<file path="src/rtl/pt_walker.sv">
module pt_walker #(
  parameter int ADDR_W = 32,
  parameter int IDX_W  = 10,
  parameter int OFF_W  = 12,
  parameter int VA_W   = 2 * IDX_W + OFF_W
) (
  input  logic              clk,
  input  logic              rst_n,
  input  logic              xl_valid,
  output logic              xl_ready,
  input  logic [VA_W-1:0]   xl_va,
  input  logic [ADDR_W-1:0] tbl_root,
  output logic              rs_valid,
  input  logic              rs_ready,
  output logic [ADDR_W-1:0] rs_pa,
  output logic              rs_fault,
  output logic              rs_fault_lvl,
  output logic              mem_req,
  input  logic              mem_gnt,
  output logic [ADDR_W-1:0] mem_addr,
  input  logic              mem_rvalid,
  input  logic [ADDR_W-1:0] mem_rdata
);

  localparam int FRM_W = ADDR_W - OFF_W;
  localparam int PAD_W = ADDR_W - IDX_W - 2;

  typedef enum logic [2:0] {S_IDLE, S_RD1, S_WT1, S_RD2, S_WT2, S_RSP} st_t;

  st_t               st;
  logic [VA_W-1:0]   va_q;
  logic [ADDR_W-1:0] root_q;
  logic [FRM_W-1:0]  frm_q;
  logic [ADDR_W-1:0] pa_q;
  logic              flt_q, lvl_q;

  logic [IDX_W-1:0]  idx_hi, idx_lo;
  logic [ADDR_W-1:0] addr_l1, addr_l2;
  logic              ent_ok;
  logic [FRM_W-1:0]  ent_frm;
  logic              unused_ent_bits;

  assign idx_hi  = va_q[VA_W-1 -: IDX_W];
  assign idx_lo  = va_q[OFF_W +: IDX_W];
  assign addr_l1 = root_q + {{PAD_W{1'b0}}, idx_hi, 2'b00};
  assign addr_l2 = {frm_q, {OFF_W{1'b0}}} + {{PAD_W{1'b0}}, idx_lo, 2'b00};
  assign ent_ok  = mem_rdata[0];
  assign ent_frm = mem_rdata[ADDR_W-1:OFF_W];
  assign unused_ent_bits = ^mem_rdata[OFF_W-1:1];

  assign xl_ready     = (st == S_IDLE);
  assign rs_valid     = (st == S_RSP);
  assign rs_pa        = pa_q;
  assign rs_fault     = flt_q;
  assign rs_fault_lvl = lvl_q;
  assign mem_req      = (st == S_RD1) || (st == S_RD2);
  assign mem_addr     = (st == S_RD2) ? addr_l2 : addr_l1;

  always_ff @(posedge clk) begin
    if (!rst_n) begin
      st     <= S_IDLE;
      va_q   <= '0;
      root_q <= '0;
      frm_q  <= '0;
      pa_q   <= '0;
      flt_q  <= 1'b0;
      lvl_q  <= 1'b0;
    end else begin
      case (st)
        S_IDLE: if (xl_valid) begin
          va_q   <= xl_va;
          root_q <= tbl_root;
          st     <= S_RD1;
        end
        S_RD1: if (mem_gnt) st <= S_WT1;
        S_WT1: if (mem_rvalid) begin
          if (ent_ok) begin
            frm_q <= ent_frm;
            st    <= S_RD2;
          end else begin
            pa_q  <= '0;
            flt_q <= 1'b1;
            lvl_q <= 1'b0;
            st    <= S_RSP;
          end
        end
        S_RD2: if (mem_gnt) st <= S_WT2;
        S_WT2: if (mem_rvalid) begin
          pa_q  <= ent_ok ? {ent_frm, va_q[OFF_W-1:0]} : '0;
          flt_q <= ~ent_ok;
          lvl_q <= ~ent_ok;
          st    <= S_RSP;
        end
        S_RSP: if (rs_ready) st <= S_IDLE;
        default: st <= S_IDLE;
      endcase
    end
  end

endmodule

</file>
<file path="config.mk">
export PLATFORM = sky130hd
export DESIGN_NAME = pt_walker
export DESIGN_NICKNAME = d
export VERILOG_FILES = /design/src/rtl/pt_walker.sv
export SDC_FILE = /design/constraint.sdc
export NUM_CORES = 1
export LEC_CHECK = 0
export ABC_AREA = 1
export BUFFER_PORTS_ARGS = -buffer_cell sky130_fd_sc_hd__buf_4
export CAP_MARGIN = 30
export CORE_MARGIN = 2
export CORE_UTILIZATION = 56
export CTS_CLUSTER_DIAMETER = 150
export DETAILED_ROUTE_END_ITERATION = 10
export HOLD_SLACK_MARGIN = 0.06
export PLACE_DENSITY = 0.83
export SETUP_SLACK_MARGIN = 0.05
export SKIP_LAST_GASP = 1
export SLEW_MARGIN = 5
export SYNTH_ARGS = -nofsm -noshare
export SYNTH_HDL_FRONTEND = slang
export SYNTH_SLANG_ARGS = --single-unit
</file>
<file path="constraint.sdc">
create_clock -name clk -period 4.7 [get_ports clk]
set_input_delay 0.235 -clock clk [delete_from_list [all_inputs] [get_ports clk]]
set_output_delay 0.235 -clock clk [all_outputs]
set_load 0.02 [all_outputs]
</file>
==> flow_metrics.tcl, run 1 <==
set metrics [dict create \
    status "finished, final reports clean" \
    areaGrowthSynthToFinish_pct 43.88 \
    hpwlAfterDp_um 11410 \
    hold_path.class "in2reg" \
    hold_start "tbl_root[16]" \
    drive_gt1_frac 0.1859 \
    ir_drop_v 0.0003641 \
    syn-cell-area_um2 5906 \
    io_buffers 159 \
    critPathArrivalTime_ns 2.74 \
    crit_chain "ha_1 > fa_1 > nand3_1 > nand3_1 > nand3_1 > nand2_1 > nand2_1 > nand2_1 > nand2_1 > nand2_1 > nand2_1 > buf_4" \
    first_pass_iters 5 \
    met3_usage 0.08632 \
    finClkSkew_ns 0.005756 \
    synth_edf_count 0 \
    drt_iter0_drc 544 \
    clkPwrFrac 0.333 \
    drv_cap 0 \
    crit_family "simple AND/OR/NAND/NOR gates" \
    synth_cell_types 30 \
    netlist_instances 865 \
    reg2reg_depth 7 \
    max_slew_margin 0.3654 \
    tightestPinTransition_ns 0.9486 \
    antenna_left 0 \
    fin_crit_ns 2.972 \
    drc_errors 0 \
    track_usage 0.3469 \
    cp_slowest_cell "fa_1" \
    htree_levels 4 \
    grt_pass1_wl_um 31550 \
    fp.coreArea_um2 10280 \
    worst_setup_path_end_kind "primary output" \
    syn-num-nets 978 \
    post-route-period-util 0.6322 \
    fin_ws_ns 1.728 \
    place_area_um2 7076 \
    overflow 0 \
    report.final.slew_viol_count 0 \
    synth_area_per_cell_um2 6.827 \
    routed_wl_um 19500 \
    yosys.area.top_type "dfxtp_1" \
    finalSetupViolCount 0 \
    power.switching_mw 1.451 \
    fin_tns_setup_ns 0 \
    fmax_mhz 336.5 \
    reg2reg_to "va_q[19]" \
    vias_per_cell 5.510 \
    die-area_um2 11380 \
    yosysSeqAreaShare 0.4102 \
    rr_startpoint "st[2]" \
    cp.required_ns 4.47 \
    seqCellArea_um2 2422 \
    synth-seq-cells 121 \
    cts_buffers 17 \
    clkLatencyLatePin_ns 0.52 \
    yosysWarnings 0 \
    path_common_cell "nand2_1" \
    fp.dieH_um 106.7 \
    preCtsSetupSlack_ns 2.068 \
    rsz0062_at_grt "false" \
    top_level_ports 171 \
    min_to "root_q[16]" \
    synth_ff_type "dfxtp_1" \
    critPathMaxStageDelay_ns 0.46 \
    synthTopCellsByArea "dfxtp_1 41%, nand2_1 13%, nand3_1 8.1%, nor2_1 7.0%, a21oi_1 6.2%" \
    postLayoutCellArea_um2 8497 \
    post-cts-setup-buffers 0 \
    p_seq_frac 0.332 \
    row_count 37 \
    crit_buf_inv 1 \
    clockBufferDepth 2 \
    busiest_layer "met2" \
    whs_path_depth 3 \
    antenna_found_initial 0 \
    grt_max_degree 58 \
    diodes 0 \
    reg2reg_slack_ns 1.94 \
    leakage_nw 3.849 \
    start_kind "flop" \
    cts_root_buf "clkbuf_8" \
    clk_pin_slew_ns 0.06 \
    nNetsFinal 1195 \
    crit_type "reg2out" \
    cts_sinks 121 \
    cellPowerDensity_nw_per_um2 470.4 \
    gp_congestion 0.9093 \
    wl_per_cell_um 15.88 \
    crit_fanout 8 \
    multiInputGateArea_um2 2978 \
    combinationalPowerShare 0.335 \
    nFillCells 681 \
    hold_viol 0 \
    initial_core_util 0.5746 \
    sw_frac_of_total 0.3630 \
    globalRouteMet2Util 0.6146 \
    p_int_mw 2.546 \
    die_x_um 106.7 \
    yosys.area.top_type_share 0.4102 \
    async_flop_share 0 \
    use_met1 0.3950 \
    tritoncts "built" \
    grt_pass1_vias 6715 \
    vias 6766 \
]
## area by class of cell
cell class,count,area share
inverter,71,0.03137
tap,136,0.02003
timing repair buffer,246,0.2424
clock buffer,23,0.05728
sequential,121,0.2851
multi-input combinational,625,0.3505
clock inverter,6,0.01340
## layout by cell type (no fill, tap or decap)
master / n
a21boi_0: 1
a21oi_1: 73
a22oi_1: 32
a31oi_1: 2
and2_1: 2
buf_4: 163
buf_8: 1
bufinv_16: 3
clkbuf_1: 1
clkbuf_16: 16
clkbuf_8: 6
clkinv_4: 1
clkinvlp_4: 2
dfxtp_1: 121
dlygate4sd3_1: 82
fa_1: 1
ha_1: 10
inv_1: 67
inv_2: 4
nand2_1: 208
nand2_2: 2
nand3_1: 95
nand3b_1: 1
nand4_1: 6
nor2_1: 110
nor2_2: 1
nor3_1: 7
nor3_2: 2
nor4_4: 1
o21a_1: 1
o21ai_0: 59
o21ai_1: 3
or2_2: 1
xnor2_1: 6
xor2_1: 1
## flip-flops by register name (all words and copies together) (netlist names)
register      count
frm_q            20
root_q           32
rs_fault          1
rs_fault_lvl      1
rs_pa            32
st                3
va_q             32
## worst min-delay path, delay by kind of cell
kind	cells	cell delay, ns
AOI/OAI and AO/OA	2	0.24
buffers and inverters	1	0.09
## stage by stage
stage	total power, mW	hold WS [ns]	cells	util
final	3.997	0.07800	1228	0.8268
after global placement	2.549	0.4385	1116	0.6870
after global routing	4.180	0.07701	1228	0.8268
after floorplan	2.159	0.3791	865	-
after CTS	3.957	0.06658	1228	0.8268
after detailed placement	2.574	0.4445	1117	0.6885
## worst max-delay path by stage
stage,startpoint,endpoint,depth (start not counted)
after floorplan,va_q[22],mem_addr[14],9
after global placement,st[0],mem_addr[7],6
after detailed placement,st[2],va_q[11],7
after CTS,va_q[22],mem_addr[24],13
after global routing,va_q[31],mem_addr[29],11
final,va_q[22],mem_addr[30],12
## cell families after synthesis
family	Yosys count	synth area share
fa+ha+maj	11	0.02458
simple gates	436	0.3095
flops	121	0.4102
compound gates	171	0.1597
buf+inv	119	0.08559
xor+xnor	7	0.01038
## what timing repair did
action | CTS | global route
hold buffers | 82 | 0
endpoints found under the hold margin | 102 | 0
resized for setup | 0 | 0
## layer usage
| metal | vias to the layer above | wire, µm |
|---|---|---|
| met5 | - | 0 |
| met4 | 0 | 659 |
| met3 | 68 | 1403 |
| met2 | 309 | 9926 |
| met1 | 3120 | 7510 |
| li1 | 3269 | - |
## power by group through the flow
| stage | registers [mW] | clock network (mW) | logic, mW |
|---|---|---|---|
| 2_1_floorplan | 1.30 | 0 | 0.856 |
| 3_3_place_gp | 1.33 | 0 | 1.22 |
| 3_5_place_dp | 1.33 | 0 | 1.24 |
| 4_1_cts | 1.32 | 1.33 | 1.31 |
| 5_1_grt | 1.34 | 1.37 | 1.47 |
| 6_report | 1.33 | 1.33 | 1.34 |
## cells in the mapped netlist (all sizes together) (2+ instances only)
library cell	n
buf	28
a22oi	32
a21oi	73
and2	2
nor2	111
a31oi	2
nand4	6
xnor2	6
o21ai	62
nand3	95
nand2	210
clkbuf	20
dfxtp	121
inv	71
nor3	9
ha	10
Power figures use the tool's default switching activity.
==> run 2, diff against run 1 <==
--- a/config.mk
+++ b/config.mk
@@ -9,11 +9,11 @@
 export BUFFER_PORTS_ARGS = -buffer_cell sky130_fd_sc_hd__buf_4
 export CAP_MARGIN = 30
 export CORE_MARGIN = 2
-export CORE_UTILIZATION = 56
+export CORE_UTILIZATION = 47
 export CTS_CLUSTER_DIAMETER = 150
 export DETAILED_ROUTE_END_ITERATION = 10
 export HOLD_SLACK_MARGIN = 0.06
-export PLACE_DENSITY = 0.83
+export PLACE_DENSITY = 0.74
 export SETUP_SLACK_MARGIN = 0.05
 export SKIP_LAST_GASP = 1
 export SLEW_MARGIN = 5
==> constraint.sdc (replaced) <==
create_clock -name clk -period 2.65 [get_ports clk]
set_input_delay 0.1325 -clock clk [delete_from_list [all_inputs] [get_ports clk]]
set_output_delay 0.1325 -clock clk [all_outputs]
set_load 0.02 [all_outputs]
==> run 2 against run 1 <==
Sequential share of layout area decreased by 0.58 points; clock skew increased by 0.0043 ns; via count decreased by 4.1%; flip-flop and latch count unchanged; routed wire length decreased by 7.4%; design area increased by 2.1%; sequential power increased by 76%; highest routed layer unchanged.
==> flow_metrics.tcl, run 2 (synthesis gave the netlist of run 1 again) <==
set metrics [dict create \
    status "finished, final reports clean" \
    drt_iter0_drc 395 \
    routed_wl_um 18060 \
    top_level_ports 171 \
    areaGrowthSynthToFinish_pct 46.86 \
    die_x_um 116.1 \
    grt_pass1_vias 6125 \
    nFillCells 994 \
    drive_gt1_frac 0.1991 \
    fp.dieH_um 116.1 \
    die-area_um2 13480 \
    clkPwrFrac 0.344 \
    combinationalPowerShare 0.330 \
    crit_fanout 4 \
    antenna_found_initial 0 \
    gp_congestion 0.9333 \
    clkLatencyLatePin_ns 0.42 \
    fp.coreArea_um2 12160 \
    drv_cap 0 \
    critPathArrivalTime_ns 2.33 \
    fin_cells 1268 \
    hold_path.class "in2reg" \
    row_count 40 \
    diodes 0 \
    overflow 0 \
    wl_per_cell_um 14.24 \
    fin_crit_ns 2.463 \
    tightestPinTransition_ns 0.6703 \
    drc_errors 0 \
    grt_pass1_wl_um 28810 \
    rsz0062_at_grt "false" \
    vias 6488 \
    cp.required_ns 2.52 \
    max_slew_margin 0.5516 \
    hpwlAfterDp_um 11490 \
    vias_per_cell 5.117 \
    clk_pin_slew_ns 0.05 \
    ir_drop_v 0.0006077 \
    mostFrequentLayoutCell "nand2_1" \
    final_cell_mix "206 x nand2_1, 167 x buf_4, 121 x dfxtp_1" \
    postLayoutCellArea_um2 8673 \
    place_area_um2 7163 \
    fin_ws_ns 0.1874 \
    htree_levels 4 \
    sw_frac_of_total 0.3472 \
    io_buffers 159 \
    cts_root_buf "clkbuf_16" \
    finClkSkew_ns 0.01008 \
    clockBufferDepth 2 \
    p_seq_frac 0.326 \
    start_kind "flop" \
    post-route-period-util 0.9293 \
    grt_max_degree 89 \
    fin_tns_setup_ns 0 \
    crit_type "reg2out" \
    initial_core_util 0.4856 \
    nNetsFinal 1201 \
    track_usage 0.2707 \
    tritoncts "built" \
    fmax_mhz 406.1 \
    leakage_nw 3.922 \
    cellPowerDensity_nw_per_um2 825.7 \
    power.switching_mw 2.486 \
    worst_setup_path_end_kind "primary output" \
    p_int_mw 4.675 \
    dp_cells 1153 \
    cts_sinks 121 \
    first_pass_iters 5 \
    hold_viol 0 \
    report.final.slew_viol_count 0 \
    antenna_left 0 \
    preCtsSetupSlack_ns 0.4656 \
    holdWs_ns 0.08348 \
    cts_buffers 17 \
    finalSetupViolCount 0 \
]
-- run 2: worst paths after layout --
check,startpoint,end,slack [ns],cells past startpoint
worst max-delay path,va_q[29],mem_addr[11],0.19,11
worst min-delay path,tbl_root[20],root_q[20],0.08,3
worst max register to register,st[2],rs_pa[20],0.83,7
worst min register to register,va_q[12],va_q[12],0.45,2
-- run 2: area by class of cell --
type                       instances  area, µm²  area share
multi-input combinational        625       3019      0.3481
sequential                       121       2422      0.2793
timing repair buffer             252       2125      0.2450
clock buffer                      24      491.7     0.05669
inverter                          71      266.5     0.03073
tap                              168      210.2     0.02424
clock inverter                     7      138.9     0.01601
-- run 2: what timing repair did --
| action | 4_1_cts | 5_1_grt |
|---|---|---|
| buffers inserted | 0 | 1 |
| pin swaps | 0 | 1 |
| hold buffers | 83 | 0 |
| hold endpoints to repair | 103 | 0 |
| setup endpoints to repair | 4 | 14 |
| gates resized for setup | 2 | 12 |
-- run 2: metal layers --
metal	wire length [µm]	track usage	vias up	part of all wire
li1	-	-	3285	-
met1	7753	0.3297	2954	0.43
met2	8798	0.4604	214	0.49
met3	1075	0.07006	35	0.060
met4	430	0.1048	0	0.024
met5	0	0	-	0
-- run 2: power by group through the flow --
stage | logic (mW) | clock network [mW] | registers (mW)
after floorplan | 1.52 | 0 | 2.31
after global placement | 2.22 | 0 | 2.36
after detailed placement | 2.23 | 0 | 2.36
after CTS | 2.34 | 2.49 | 2.33
after global routing | 2.61 | 2.59 | 2.37
final | 2.36 | 2.46 | 2.34
-- run 2: worst max-delay path, stage by stage (launching register included) --
cell,delay (ns)
dfxtp_1,0.32
ha_1,0.35
nand2_1,0.18
inv_1,0.06
nand2_1,0.06
nand2_1,0.09
inv_1,0.07
nand3_1,0.15
or2_2,0.31
nand3_1,0.07
o21ai_0,0.09
buf_4,0.17
-- run 2: stage by stage --
stage	utilization	total power [mW]
final	0.7132	7.161
after global routing	0.7132	7.578
after CTS	0.7098	7.163
after detailed placement	0.5890	4.592
after global placement	0.5890	4.576
after floorplan	-	3.830
